<file path="src/rtl/pll_mode_pkg.sv">
package pll_mode_pkg;
    localparam int B_OUTEN  = 0;
    localparam int B_BYPREL = 1;
    localparam int B_RSTN   = 2;
    localparam int B_OFFREQ = 7;
    localparam int FIELD_W  = 6;
    localparam int LCNT_LO  = 8;
    localparam int B_UPD    = 22;
    localparam int B_UPDBYP = 23;
    localparam int B_OFFACK = 28;
    localparam int B_LACK   = 29;
    localparam int B_ACT    = 30;
    localparam int B_LOCK   = 31;
    localparam logic [31:0] MODE_WR_MASK = 32'h00FF_FF87;
    localparam logic [1:0] A_MODE  = 2'd0;
    localparam logic [1:0] A_LVAL  = 2'd1;
    localparam logic [1:0] A_ALPHA = 2'd2;

    typedef enum logic [1:0] {
        UPD_IDLE  = 2'd0,
        UPD_LATCH = 2'd1,
        UPD_ACK   = 2'd2
    } upd_state_e;
endpackage

</file>
<file path="src/rtl/pll_lock_model.sv">
module pll_lock_model #(
    parameter int CNT_W = 6
) (
    input  logic             clk,
    input  logic             rst_n,
    input  logic             run_i,
    input  logic [CNT_W-1:0] limit_i,
    output logic             lock_o
);
    localparam logic [CNT_W-1:0] CNT_MAX = {CNT_W{1'b1}};

    logic [CNT_W-1:0] cnt_q;

    always_ff @(posedge clk or negedge rst_n) begin
        if (!rst_n)
            cnt_q <= '0;
        else if (!run_i)
            cnt_q <= '0;
        else if (cnt_q != CNT_MAX)
            cnt_q <= cnt_q + 1'b1;
    end

    always_comb lock_o = run_i && (cnt_q >= limit_i);


    lock_sticky_chk: assert property (@(posedge clk) disable iff (!rst_n)
        (lock_o && run_i && $stable(limit_i) && !$fell(run_i)) |=> (lock_o || !run_i || !$stable(limit_i)));
endmodule

</file>
<file path="src/rtl/pll_update_fsm.sv">
module pll_update_fsm
    import pll_mode_pkg::*;
#(
    parameter int L_W = 16,
    parameter int A_W = 32
) (
    input  logic           clk,
    input  logic           rst_n,
    input  logic           upd_i,
    input  logic           bypass_i,
    input  logic [L_W-1:0] l_pend_i,
    input  logic [A_W-1:0] a_pend_i,
    output logic           ack_o,
    output logic [L_W-1:0] l_word_o,
    output logic [A_W-1:0] a_word_o
);
    upd_state_e state_q, state_d;

    always_ff @(posedge clk or negedge rst_n) begin
        if (!rst_n) state_q <= UPD_IDLE;
        else        state_q <= state_d;
    end

    always_comb begin
        state_d = state_q;
        unique case (state_q)
            UPD_IDLE:  if (upd_i) state_d = UPD_LATCH;
            UPD_LATCH: state_d = UPD_ACK;
            UPD_ACK:   if (!bypass_i || !upd_i) state_d = UPD_IDLE;
            default:   state_d = UPD_IDLE;
        endcase
    end

    always_comb ack_o = (state_q == UPD_ACK);

    always_ff @(posedge clk or negedge rst_n) begin
        if (!rst_n) begin
            l_word_o <= '0;
            a_word_o <= '0;
        end else if (state_q == UPD_IDLE && upd_i) begin
            l_word_o <= l_pend_i;
            a_word_o <= a_pend_i;
        end
    end


    ack_after_upd_chk: assert property (@(posedge clk) disable iff (!rst_n)
        $rose(ack_o) |-> $past(upd_i));

    words_hold_chk: assert property (@(posedge clk) disable iff (!rst_n)
        (state_q != UPD_IDLE) |=> $stable(l_word_o) && $stable(a_word_o));
endmodule

</file>
<file path="src/rtl/pll_mode_ctl.sv">
module pll_mode_ctl
    import pll_mode_pkg::*;
#(
    parameter int L_W          = 16,
    parameter int A_W          = 32,
    parameter int LOCK_DEFAULT = 8
) (
    input  logic           clk,
    input  logic           rst_n,
    input  logic           wr_en,
    input  logic [1:0]     addr,
    input  logic [31:0]    wdata,
    output logic [31:0]    rdata,
    output logic           lock_o,
    output logic           active_o,
    output logic [L_W-1:0] l_word_o,
    output logic [A_W-1:0] alpha_word_o
);
    localparam logic [31:0] MODE_RST = 32'(LOCK_DEFAULT) << LCNT_LO;

    logic [31:0]    mode_q;
    logic [L_W-1:0] l_pend_q;
    logic [A_W-1:0] a_pend_q;
    logic           off_ack_q;
    logic           lack_w;
    logic           lock_w;
    logic           mode_wr;

    always_comb mode_wr = wr_en && (addr == A_MODE);

    always_ff @(posedge clk or negedge rst_n) begin
        if (!rst_n) begin
            mode_q <= MODE_RST;
        end else if (mode_wr) begin
            mode_q <= wdata & MODE_WR_MASK;
        end else if (lack_w && !mode_q[B_UPDBYP]) begin
            mode_q[B_UPD] <= 1'b0;
        end
    end

    always_ff @(posedge clk or negedge rst_n) begin
        if (!rst_n) begin
            l_pend_q  <= '0;
            a_pend_q  <= '0;
            off_ack_q <= 1'b0;
        end else begin
            off_ack_q <= mode_q[B_OFFREQ];
            if (wr_en && addr == A_LVAL)  l_pend_q <= wdata[L_W-1:0];
            if (wr_en && addr == A_ALPHA) a_pend_q <= wdata[A_W-1:0];
        end
    end

    pll_lock_model #(.CNT_W(FIELD_W)) lock_i (
        .clk     (clk),
        .rst_n   (rst_n),
        .run_i   (mode_q[B_RSTN] && mode_q[B_BYPREL]),
        .limit_i (mode_q[LCNT_LO +: FIELD_W]),
        .lock_o  (lock_w)
    );

    pll_update_fsm #(.L_W(L_W), .A_W(A_W)) upd_i (
        .clk      (clk),
        .rst_n    (rst_n),
        .upd_i    (mode_q[B_UPD]),
        .bypass_i (mode_q[B_UPDBYP]),
        .l_pend_i (l_pend_q),
        .a_pend_i (a_pend_q),
        .ack_o    (lack_w),
        .l_word_o (l_word_o),
        .a_word_o (alpha_word_o)
    );

    always_comb begin
        lock_o   = lock_w;
        active_o = lock_w && mode_q[B_OUTEN];
        unique case (addr)
            A_MODE: begin
                rdata = mode_q;
                rdata[B_OFFACK] = off_ack_q;
                rdata[B_LACK]   = lack_w;
                rdata[B_ACT]    = active_o;
                rdata[B_LOCK]   = lock_w;
            end
            A_LVAL:  rdata = 32'(l_pend_q);
            A_ALPHA: rdata = 32'(a_pend_q);
            default: rdata = '0;
        endcase
    end


    mode_mask_chk: assert property (@(posedge clk) disable iff (!rst_n)
        mode_wr |=> ((mode_q & ~MODE_WR_MASK) == 32'h0));

    lock_drop_chk: assert property (@(posedge clk) disable iff (!rst_n)
        (mode_wr && !wdata[B_RSTN]) |=> !lock_o);

    off_ack_chk: assert property (@(posedge clk) disable iff (!rst_n)
        $rose(off_ack_q) |-> $past(mode_q[B_OFFREQ]));

    upd_autoclr_chk: assert property (@(posedge clk) disable iff (!rst_n)
        (lack_w && !mode_q[B_UPDBYP] && !mode_wr) |=> !mode_q[B_UPD]);

    upd_hold_chk: assert property (@(posedge clk) disable iff (!rst_n)
        (lack_w && mode_q[B_UPDBYP] && mode_q[B_UPD] && !mode_wr) |=> (mode_q[B_UPD] && lack_w));
endmodule

</file>
<file path="config.mk">
export PLATFORM = sky130hd
export DESIGN_NAME = pll_mode_ctl
export DESIGN_NICKNAME = d
export VERILOG_FILES = /design/src/rtl/pll_mode_pkg.sv /design/src/rtl/pll_lock_model.sv /design/src/rtl/pll_update_fsm.sv /design/src/rtl/pll_mode_ctl.sv
export SDC_FILE = /design/constraint.sdc
export NUM_CORES = 1
export LEC_CHECK = 0
export CORE_ASPECT_RATIO = 0.75
export CORE_MARGIN = 3
export CORE_UTILIZATION = 57
export CTS_BUF_LIST = sky130_fd_sc_hd__clkbuf_8
export CTS_CLUSTER_DIAMETER = 50
export DETAILED_ROUTE_END_ITERATION = 10
export GPL_TIMING_DRIVEN = 1
export PLACE_DENSITY = 0.88
export SLEW_MARGIN = 10
export SYNTH_ARGS = -nofsm -noshare
export SYNTH_HDL_FRONTEND = slang
export SYNTH_SLANG_ARGS = --single-unit
</file>
<file path="constraint.sdc">
create_clock -name clk -period 5.35 [get_ports clk]
set_input_delay 1.07 -clock clk [delete_from_list [all_inputs] [get_ports clk]]
set_output_delay 1.07 -clock clk [all_outputs]
set_load 0.05 [all_outputs]
</file>
# Word-level counts from Yosys, hierarchy flattened
# Index checks and enable logic that the tools add are counted.
[word_totals]
register_bits = 125
input_bits = 37
[op_classes]
add_sub_neg = 1
order_cmp = 1
n_eq_ne = 8
n_mux = 8
n_reduce_logical = 15
[op_table]
columns = ["operator", "count"]
rows = [
  ["$pmux 32 s3", 1],
  ["$mux 6", 2],
  ["$logic_and 1x1->1", 8],
  ["$add 6x1->6 const B", 1],
  ["$ge 6x6->1", 1],
  ["$ne 6x6->1 const B", 1],
  ["$pmux 2 s3", 1],
  ["$eq 2x1->1 const B", 2],
  ["$eq 2x2->1 const B", 2],
  ["$logic_not 2->1", 2],
  ["$mux 2", 2],
  ["$ne 2x2->1 const B", 2],
  ["$logic_not 1->1", 2],
  ["$mux 1", 2],
  ["$ne 2x1->1 const B", 1],
  ["$reduce_and 2->1", 1],
  ["$reduce_bool 2->1", 1],
  ["$logic_or 1x1->1", 1],
]

# Longest topological paths before layout
# Gate-level depths: netlist (run 1).
[depth]
depth_word = 4
depth_mapped = 7

# Hierarchy
# From an unflattened synthesis (run 1), not the netlist that was laid out.
[hier_totals]
cells_unflattened = 374
hier_area_um2 = 5557.8
[modules_own_cells]
columns = ["mod", "instances", "cells_per_inst", "area_each_um2"]
rows = [
  ["pll_mode_ctl", 1, 218, 3226.8],
  ["pll_update_fsm", 1, 107, 1876.8],
  ["pll_lock_model", 1, 49, 454.2],
]

# Least setup slack after synthesis (run 1)
# Ideal clock, no wire load.
[synth_timing]
path_kind = "input-to-output"
from = "input addr[0]"
to = "output rdata[0]"
arrival_ns = 2.666
path_slack_ns = 1.614
cell_stages = 4
path_cell_list = "buf_4 buf_2 mux2i_1 o21ai_0"
[synth_via]
elab_chain_cells = 2
[synth_lines]
columns = ["element", "line_no", "text"]
rows = [
  ["start, declared", "pll_mode_ctl.sv:11", "input logic [1:0] addr,"],
  ["$eq 2x2->1, or another cell as far along", "pll_mode_ctl.sv:76", "unique case (addr)"],
  ["$pmux 32 s3 (*)", "pll_mode_ctl.sv:76", ""],
  ["end, declared", "pll_mode_ctl.sv:13", "output logic [31:0] rdata,"],
]
# Every way passes the cells marked *; elsewhere a longest branch is shown, timed or not.

# Worst setup path after layout (run 1)
[layout_timing]
from = "input addr[1]"
to = "output rdata[17]"
# The elaborated chain is that of the path after synthesis.

==> results.json, run 1 <==
{
  "fin_area_um2": 7370,
  "ant_nets": 0,
  "cts_setup_buffers": 0,
  "peakVddDrop_mv": 0.339,
  "worst_path_max_delay_cell": "clkdlybuf4s50_1",
  "viasPerCell": 5.46,
  "drc": 0,
  "synth.avg_cell_area_um2": 14.1,
  "synth_area_um2": 5520,
  "arrival_ps": 3310,
  "startpoint": "addr[1]",
  "die_h_um": 91.2,
  "finalHoldViolCount": 0,
  "leakagePower_nw": 3.31,
  "wl_per_cell_um": 19.1,
  "dieWidth_um": 120,
  "finClkSkew_ps": 8.55,
  "drv_cap": 0,
  "min_period_over_period": 0.819,
  "floorplan.io_pins": 119,
  "cts_tree": "built",
  "holdWs_ps": 413,
  "rows": 30,
  "initial_core_util": 0.598,
  "cts_num_sinks": 125,
  "final_util": 0.798,
  "place_ws_ps": 966,
  "hold_class": "reg2reg",
  "first_global_vias": 3937,
  "period_minus_slack_ps": 4380,
  "netlist_instances": 392,
  "critical_path_class": "in2out",
  "numCtsBuffers": 17,
  "vias": 3582,
  "yosys.area.top_type": "dfrtp_1",
  "synth_ff_type": "dfrtp_1",
  "grt_pass1_wl_um": 20500,
  "crit_chain": "clkdlybuf4s50_1 -> buf_4 -> mux2i_1 -> nor2_1 -> clkdlybuf4s50_1",
  "insertedDiodeCount": 0,
  "placed_cell_area_um2": 7000,
  "ys_seq_elements": 125,
  "hp-start": "mode_q[7]",
  "synth_edf_count": 0,
  "clock-root-buffer": "clkbuf_8",
  "rsz0062_at_grt": "no",
  "htree_levels": 4,
  "routed_wl_um": 12500,
  "total_power_mw": 4.17,
  "critPathLaunchType": "input port",
  "multi_input_area_um2": 2230,
  "slowest_delay_ps": 820,
  "clk_pin_slew_worst_paths_ps": 60,
  "status": "complete, no violations",
  "drive_above_1_share": 0.330,
  "seqCellArea_um2": 3130,
  "cts-resized-gates": 0,
  "nFillCells": 564,
  "seq_area_frac_synth": 0.567,
  "synth_top_area_share": 0.562,
  "end_kind": "output port",
  "die_area_um2": 10900,
  "hold_buffers": 0,
  "dp_cells": 625,
  "clkLatencyLatePin_ps": 430,
  "clk_path_buf_depth": 2,
  "instances_no_fill": 656,
  "worst_pin_slew_ps": 1150,
  "hpwl_um": 8530,
  "cp_max_fo": 15,
  "fin_setup_tns_ps": 0,
  "place_congestion": 0.806,
  "core_um2": 9230,
  "numPortBuffers": 118,
  "synth_fp_nets": 436,
  "fmax_mhz": 228,
  "grt_overflow": 0,
  "ys_warn_count": 0,
  "path_common_cell": "clkdlybuf4s50_1",
  "finalSetupViolCount": 0,
  "drt_first_pass_iters": 4,
  "fin_ws_ps": 969,
  "antenna_found_initial": 0,
  "async_flop_share": 1.00,
  "timing.rr.start": "upd_i.state_q[0]",
  "area_delta_synth_final_pct": 33.6,
  "drt_iter0_markers": 205,
  "synth_top_cells_by_area": "dfrtp_1 (56%), mux2_2 (16%), mux2_4 (8.2%)",
  "nNetsFinal": 560,
  "grt_usage": 0.241,
  "grt_start_max_net_pins": 92,
  "yosysUniqueCellTypes": 37,
  "required_ps": 4280,
  "finalMaxSlewViolations": 0,
  "powerDensity_nw_per_um2": 565,
  "slew_headroom": 0.236
}
## registers in the layout, summed over array words and instances, names as in the netlist
signal / count
a_pend_q: 32
upd_i.state_q: 2
off_ack_q: 1
upd_i.a_word_o: 32
l_pend_q: 16
upd_i.l_word_o: 16
mode_q: 20
lock_i.cnt_q: 6
## layout make-up
type                    instances  area share
flip-flops and latches        125       0.424
multi-input cells             240       0.302
repair buffers                125       0.197
clock buffers                  20      0.0373
well taps                     128      0.0217
clock inverters                11      0.0137
inverters                       7     0.00356
## critical path, delay by kind of cell
family	cells	cell delay, ps
buffers and inverters	3	1990
multiplexers	1	120
AND/OR/NAND/NOR	1	110
## path summary, 6_finish.rpt
kind / endpoint / slack [ps] / cells after the start
worst max register to register: upd_i.a_word_o[2] / 3210 / 5
min in group asynchronous: upd_i.a_word_o[10] / 850 / 1
worst min register to register: off_ack_q / 410 / 0
max in group asynchronous: mode_q[14] / 3410 / 2
worst min-delay path: off_ack_q / 410 / 0
worst max-delay path: rdata[17] / 970 / 5
## layout by cell type (no fill, tap or decap), types with 2 or more instances in the layout
| cell type | count |
|---|---|
| nor3_1 | 2 |
| inv_1 | 10 |
| mux2i_1 | 22 |
| mux2_1 | 2 |
| mux2_2 | 78 |
| mux2_4 | 30 |
| buf_4 | 8 |
| dfrtp_1 | 124 |
| clkdlybuf4s50_1 | 95 |
| and2_1 | 7 |
| a22o_1 | 4 |
| o21a_1 | 2 |
| nor2_1 | 13 |
| bufinv_16 | 2 |
| ha_1 | 7 |
| and3_1 | 2 |
| nor2b_4 | 2 |
| clkinv_2 | 6 |
| nand2_1 | 25 |
| nor3b_1 | 2 |
| clkbuf_8 | 20 |
| o21ai_0 | 22 |
| a31oi_1 | 4 |
| buf_12 | 22 |
| nand3_1 | 3 |
## power breakdown
part	internal (mW)	switching [mW]	total, mW	leakage, nW
sequential	1.25	0.190	1.44	1.50
clock	0.438	0.346	0.785	0.212
combinational	0.794	1.15	1.95	1.60
## cells in the mapped netlist (6+ instances only)
cell type and count:
o21ai_0 22, mux2_4 30, buf_6 6, inv_1 7, dfrtp_1 124, ha_1 7
and2_1 7, buf_2 6, mux2_2 78, nand2_1 25, mux2i_1 22, nor2_1 14
## kinds of logic (layout without fill, tap and decap cells)
| group | count (synthesis) | count (layout) | synth area share |
|---|---|---|---|
| simple gates | 61 | 61 | 0.0549 |
| fa+ha+maj | 7 | 7 | 0.0159 |
| compound gates | 39 | 39 | 0.0453 |
| mux | 132 | 132 | 0.285 |
| xor+xnor | 1 | 1 | 0.00159 |
| flops | 125 | 125 | 0.567 |
| buf+inv | 27 | 163 | 0.0306 |
## layer usage
| layer | part of all wire | GRT usage | vias to the layer above |
|---|---|---|---|
| li1 | - | - | 1635 |
| met1 | 0.42 | 0.292 | 1787 |
| met2 | 0.48 | 0.392 | 142 |
| met3 | 0.090 | 0.106 | 18 |
| met4 | 0.013 | 0.0705 | 0 |
| met5 | 0 | 0 | - |
Note: power is estimated with default switching activity, not from simulation.
==> inputs of run 2 (changes only) <==
--- a/config.mk
+++ b/config.mk
@@ -7,12 +7,12 @@
 export LEC_CHECK = 0
 export CORE_ASPECT_RATIO = 0.75
 export CORE_MARGIN = 3
-export CORE_UTILIZATION = 57
+export CORE_UTILIZATION = 48
 export CTS_BUF_LIST = sky130_fd_sc_hd__clkbuf_8
 export CTS_CLUSTER_DIAMETER = 50
 export DETAILED_ROUTE_END_ITERATION = 10
 export GPL_TIMING_DRIVEN = 1
-export PLACE_DENSITY = 0.88
+export PLACE_DENSITY = 0.79
 export SLEW_MARGIN = 10
 export SYNTH_ARGS = -nofsm -noshare
 export SYNTH_HDL_FRONTEND = slang
==> constraint.sdc (replaced) <==
create_clock -name clk -period 3.7 [get_ports clk]
set_input_delay 0.74 -clock clk [delete_from_list [all_inputs] [get_ports clk]]
set_output_delay 0.74 -clock clk [all_outputs]
set_load 0.05 [all_outputs]
==> results.json, run 2 (same netlist as run 1, synthesis figures left out) <==
{
  "arrival_ps": 2730,
  "clock-root-buffer": "clkbuf_8",
  "final_util": 0.678,
  "crit_chain": "inv_1 -> ha_1 -> or3b_1 -> o2111ai_1 -> a41oi_2 -> clkdlybuf4s50_1",
  "fin_area_um2": 7510,
  "hold_buffers": 0,
  "ant_nets": 0,
  "rsz0062_at_grt": "no",
  "die_h_um": 98.9,
  "period_minus_slack_ps": 3470,
  "cts_setup_buffers": 0,
  "finClkSkew_ps": 11.7,
  "powerDensity_nw_per_um2": 806,
  "drt_iter0_markers": 195,
  "leakagePower_nw": 3.35,
  "worst_path_max_delay_cell": "clkdlybuf4s50_1",
  "layout_common_cells": "dfrtp_1 (124), clkdlybuf4s50_1 (83), mux2_2 (78)",
  "first_global_vias": 3936,
  "min_period_over_period": 0.938,
  "finalSetupViolCount": 0,
  "grt_start_max_net_pins": 63,
  "routed_wl_um": 12800,
  "grt_usage": 0.208,
  "clkLatencyLatePin_ps": 430,
  "reg.largest.list": "a_pend_q x32, upd_i.a_word_o x32, mode_q x20",
  "vias": 3689,
  "hpwl_um": 8470,
  "htree_levels": 4,
  "hold_class": "in2async",
  "drive_above_1_share": 0.358,
  "drv_cap": 0,
  "status": "complete, no violations",
  "multi_input_area_um2": 2230,
  "grt_overflow": 0,
  "clk_path_buf_depth": 2,
  "core_um2": 11100,
  "fin_setup_tns_ps": 0,
  "cp_max_fo": 6,
  "antenna_found_initial": 0,
  "critPathLaunchType": "flop",
  "place_congestion": 0.783,
  "nNetsFinal": 561,
  "dieWidth_um": 130,
  "die_area_um2": 12800,
  "placed_cell_area_um2": 7130,
  "numPortBuffers": 118,
  "insertedDiodeCount": 0,
  "seqCellArea_um2": 3130,
  "clk_pin_slew_worst_paths_ps": 80,
  "viasPerCell": 5.51,
  "grt_pass1_wl_um": 20600,
  "cts_num_sinks": 125,
  "critPathTopFamily": "buffers and inverters",
  "slowest_delay_ps": 780,
  "numCtsBuffers": 17,
  "floorplan.io_pins": 119,
  "critical_path_class": "reg2out",
  "nFillCells": 785,
  "drt_first_pass_iters": 4,
  "area_delta_synth_final_pct": 36.0,
  "wl_per_cell_um": 19.1,
  "drc": 0,
  "rows": 33,
  "end_kind": "output port",
  "cp_num_buf_inv": 2,
  "finalHoldViolCount": 0,
  "slew_headroom": 0.477,
  "initial_core_util": 0.499,
  "finalMaxSlewViolations": 0,
  "required_ps": 2960,
  "peakVddDrop_mv": 0.507,
  "final_common_cell": "dfrtp_1",
  "worst_pin_slew_ps": 785,
  "cts_tree": "built",
  "fmax_mhz": 288
}
[run 2: cell count changes in the layout (fill, tap and decap cells not counted), moves of 3 or more]
cell	previous run	this run
buf_12	22	33
clkinv_2	6	2
clkdlybuf4s50_1	95	83
inv_1	10	7
clkinvlp_4	0	8
[run 2: per-layer routing]
layer | vias up | part of all wire | track usage
met2 | 138 | 0.47 | 0.319
li1 | 1638 | - | -
met3 | 10 | 0.084 | 0.0943
met4 | 0 | 0.0084 | 0.0487
met5 | - | 0 | 0
met1 | 1903 | 0.44 | 0.274
[run 2: final timing paths]
check                                 start                  to  slack [ps]  cells past startpoint
setup / recovery            lock_i.cnt_q[0]              lock_o         230                      6
hold / removal                        rst_n  upd_i.a_word_o[10]          90                      1
setup reg to reg           upd_i.state_q[0]   upd_i.l_word_o[3]        1860                      5
hold reg to reg                   mode_q[7]           off_ack_q         410                      0
max in group asynchronous             rst_n        a_pend_q[23]        2670                      2
min in group clk                  mode_q[7]           off_ack_q         410                      0
[run 2: timing repair]
item,in CTS,in global routing
gates resized for setup,0,1
setup endpoints to repair,0,1
endpoints found under the hold margin,0,0
[run 2: worst register-to-register path, cell delays in order (launching register included)]
cell,delay (ps)
dfrtp_1,360
inv_1,90
nand2_1,120
nor2_4,130
buf_4,570
mux2_2,450
[run 2: power breakdown]
part	total (mW)	internal (mW)	leakage (nW)	switching, mW
Combinational	2.85	1.18	1.68	1.67
Clock	1.13	0.565	0.168	0.568
Sequential	2.07	1.80	1.50	0.268
Total	6.05	3.54	3.35	2.51
[run 2: through the flow]
| stage | setup WS (ps) | hold WS [ps] | power (mW) | std cells |
|---|---|---|---|---|
| 2_1_floorplan | 624 | 370 | 3.91 | 392 |
| 3_3_place_gp | 645 | 396 | 4.89 | 638 |
| 3_5_place_dp | 611 | 413 | 4.95 | 638 |
| 4_1_cts | 76.6 | 64.7 | 6.11 | 670 |
| 5_1_grt | 129 | 58.9 | 6.33 | 670 |
| 6_report | 230 | 88.6 | 6.05 | 670 |
[run 2: cell type report]
type                    count  area share
inverters                   7     0.00350
well taps                 140      0.0233
clock buffers              19      0.0348
clock inverters            13      0.0157
flip-flops and latches    125       0.417
repair buffers            126       0.209
multi-input cells         240       0.297
==> inputs of run 3 (changes only) <==
--- a/config.mk
+++ b/config.mk
@@ -6,7 +6,7 @@
 export NUM_CORES = 1
 export LEC_CHECK = 0
 export CORE_ASPECT_RATIO = 0.75
-export CORE_MARGIN = 3
+export CORE_MARGIN = 4
 export CORE_UTILIZATION = 48
 export CTS_BUF_LIST = sky130_fd_sc_hd__clkbuf_8
 export CTS_CLUSTER_DIAMETER = 50
==> results.json, run 3 (same netlist as run 1, synthesis figures left out) <==
{
  "numPortBuffers": 118,
  "period_minus_slack_ps": 3430,
  "hold_buffers": 0,
  "clkLatencyLatePin_ps": 420,
  "first_global_vias": 4039,
  "clock-root-buffer": "clkbuf_8",
  "finalMaxSlewViolations": 0,
  "numCtsBuffers": 17,
  "drt_iter0_markers": 204,
  "layout_common_cells": "dfrtp_1 (124), clkdlybuf4s50_1 (83), mux2_2 (78)",
  "nFillCells": 783,
  "wl_per_cell_um": 19.3,
  "cts_num_sinks": 125,
  "finalHoldViolCount": 0,
  "floorplan.io_pins": 119,
  "p_int_mw": 3.62,
  "worst_pin_slew_ps": 864,
  "vias": 3613,
  "dp_cells": 640,
  "hold_class": "in2async",
  "htree_levels": 4,
  "grt_start_max_net_pins": 67,
  "power_frac_comb": 0.471,
  "antenna_found_initial": 0,
  "instances_no_fill": 669,
  "initial_core_util": 0.499,
  "core_um2": 11100,
  "fin_setup_tns_ps": 0,
  "clk_path_buf_depth": 2,
  "place_congestion": 0.828,
  "clkPwrFrac": 0.186,
  "min_period_over_period": 0.926,
  "p_switching_mw": 2.45,
  "nNetsFinal": 563,
  "drc": 0,
  "die_area_um2": 13300,
  "status": "complete, no violations",
  "reg2regPathDepth": 5,
  "finalSetupViolCount": 0,
  "drv_cap": 0,
  "cts_setup_buffers": 0,
  "area_delta_synth_final_pct": 36.4,
  "peakVddDrop_mv": 0.623,
  "arrival_ps": 2690,
  "reg.largest.list": "a_pend_q x32, upd_i.a_word_o x32, mode_q x20",
  "pwr-share-seq": 0.342,
  "final_common_cell": "dfrtp_1",
  "grt_usage": 0.206,
  "rsz0062_at_grt": "no",
  "routed_wl_um": 12900,
  "swShare": 0.404,
  "grt_pass1_wl_um": 21500,
  "hpwl_um": 8980,
  "ant_nets": 0,
  "slew_headroom": 0.424,
  "clk_pin_slew_worst_paths_ps": 70,
  "die_h_um": 101,
  "cts_tree": "built",
  "place_ws_ps": 606,
  "finClkSkew_ps": 13.6,
  "required_ps": 2960,
  "cp_max_fo": 6,
  "insertedDiodeCount": 0,
  "end_kind": "output port",
  "drive_above_1_share": 0.353,
  "critical_path_class": "reg2out",
  "fmax_mhz": 292,
  "rows": 33,
  "leakagePower_nw": 3.38,
  "critPathLaunchType": "flop",
  "viasPerCell": 5.40,
  "drt_first_pass_iters": 4,
  "dieWidth_um": 132,
  "powerDensity_nw_per_um2": 807,
  "grt_overflow": 0,
  "fin_ws_ps": 273,
  "total_power_mw": 6.08
}
[run 3: area by class of cell]
class                      instances  area (µm²)  share of cell area
clock buffer                      20         275              0.0366
clock inverter                     9        97.6              0.0130
inverter                           7        26.3             0.00349
multi-input combinational        240        2230               0.296
sequential                       125        3130               0.416
tap                              140         175              0.0233
timing repair buffer             128        1600               0.212
[run 3: metrics by stage]
step                      area (µm²)  utilization  hold slack [ps]
final                           7530        0.680              415
after global routing            7530        0.680              447
after CTS                       7530        0.680              434
after detailed placement        7150        0.646              406
after global placement          7150        0.646              391
after floorplan                 5520            -              370
[run 3: worst paths after layout]
kind                                        from                  to  slack, ps
worst max-delay path             lock_i.cnt_q[0]              lock_o        270
worst min-delay path                       rst_n  upd_i.l_word_o[12]        420
worst max register to register  upd_i.state_q[0]  upd_i.a_word_o[13]       1730
worst min register to register         mode_q[7]           off_ack_q        430
max in group asynchronous                  rst_n   upd_i.a_word_o[4]       2450
min in group clk                       mode_q[7]           off_ack_q        430
[run 3: what timing repair did]
| action | in CTS | in global routing |
|---|---|---|
| setup endpoints to repair | 0 | 1 |
| resized for setup | 0 | 1 |
| endpoints found under the hold margin | 0 | 0 |
[run 3: power by group through the flow]
stage                     logic, mW  registers (mW)  clock network (mW)
after global placement         2.83            2.07                   0
after floorplan               0.939            2.97                   0
after global routing           3.00            2.14                1.24
after detailed placement       2.88            2.10                   0
final                          2.86            2.08                1.13
after CTS                      2.89            2.08                1.17
[run 3: critical path, stage by stage, from the launching register on]
cell,delay (ps)
dfrtp_1,440
inv_1,80
ha_1,290
or3b_1,350
o2111ai_1,160
a41oi_2,180
clkdlybuf4s50_1,760
[run 3: per-layer routing]
metal,share of wire,up-vias,track usage
li1,-,1637,-
met1,0.46,1841,0.275
met2,0.45,125,0.313
met3,0.085,10,0.0923
met4,0.0067,0,0.0484
met5,0,-,0
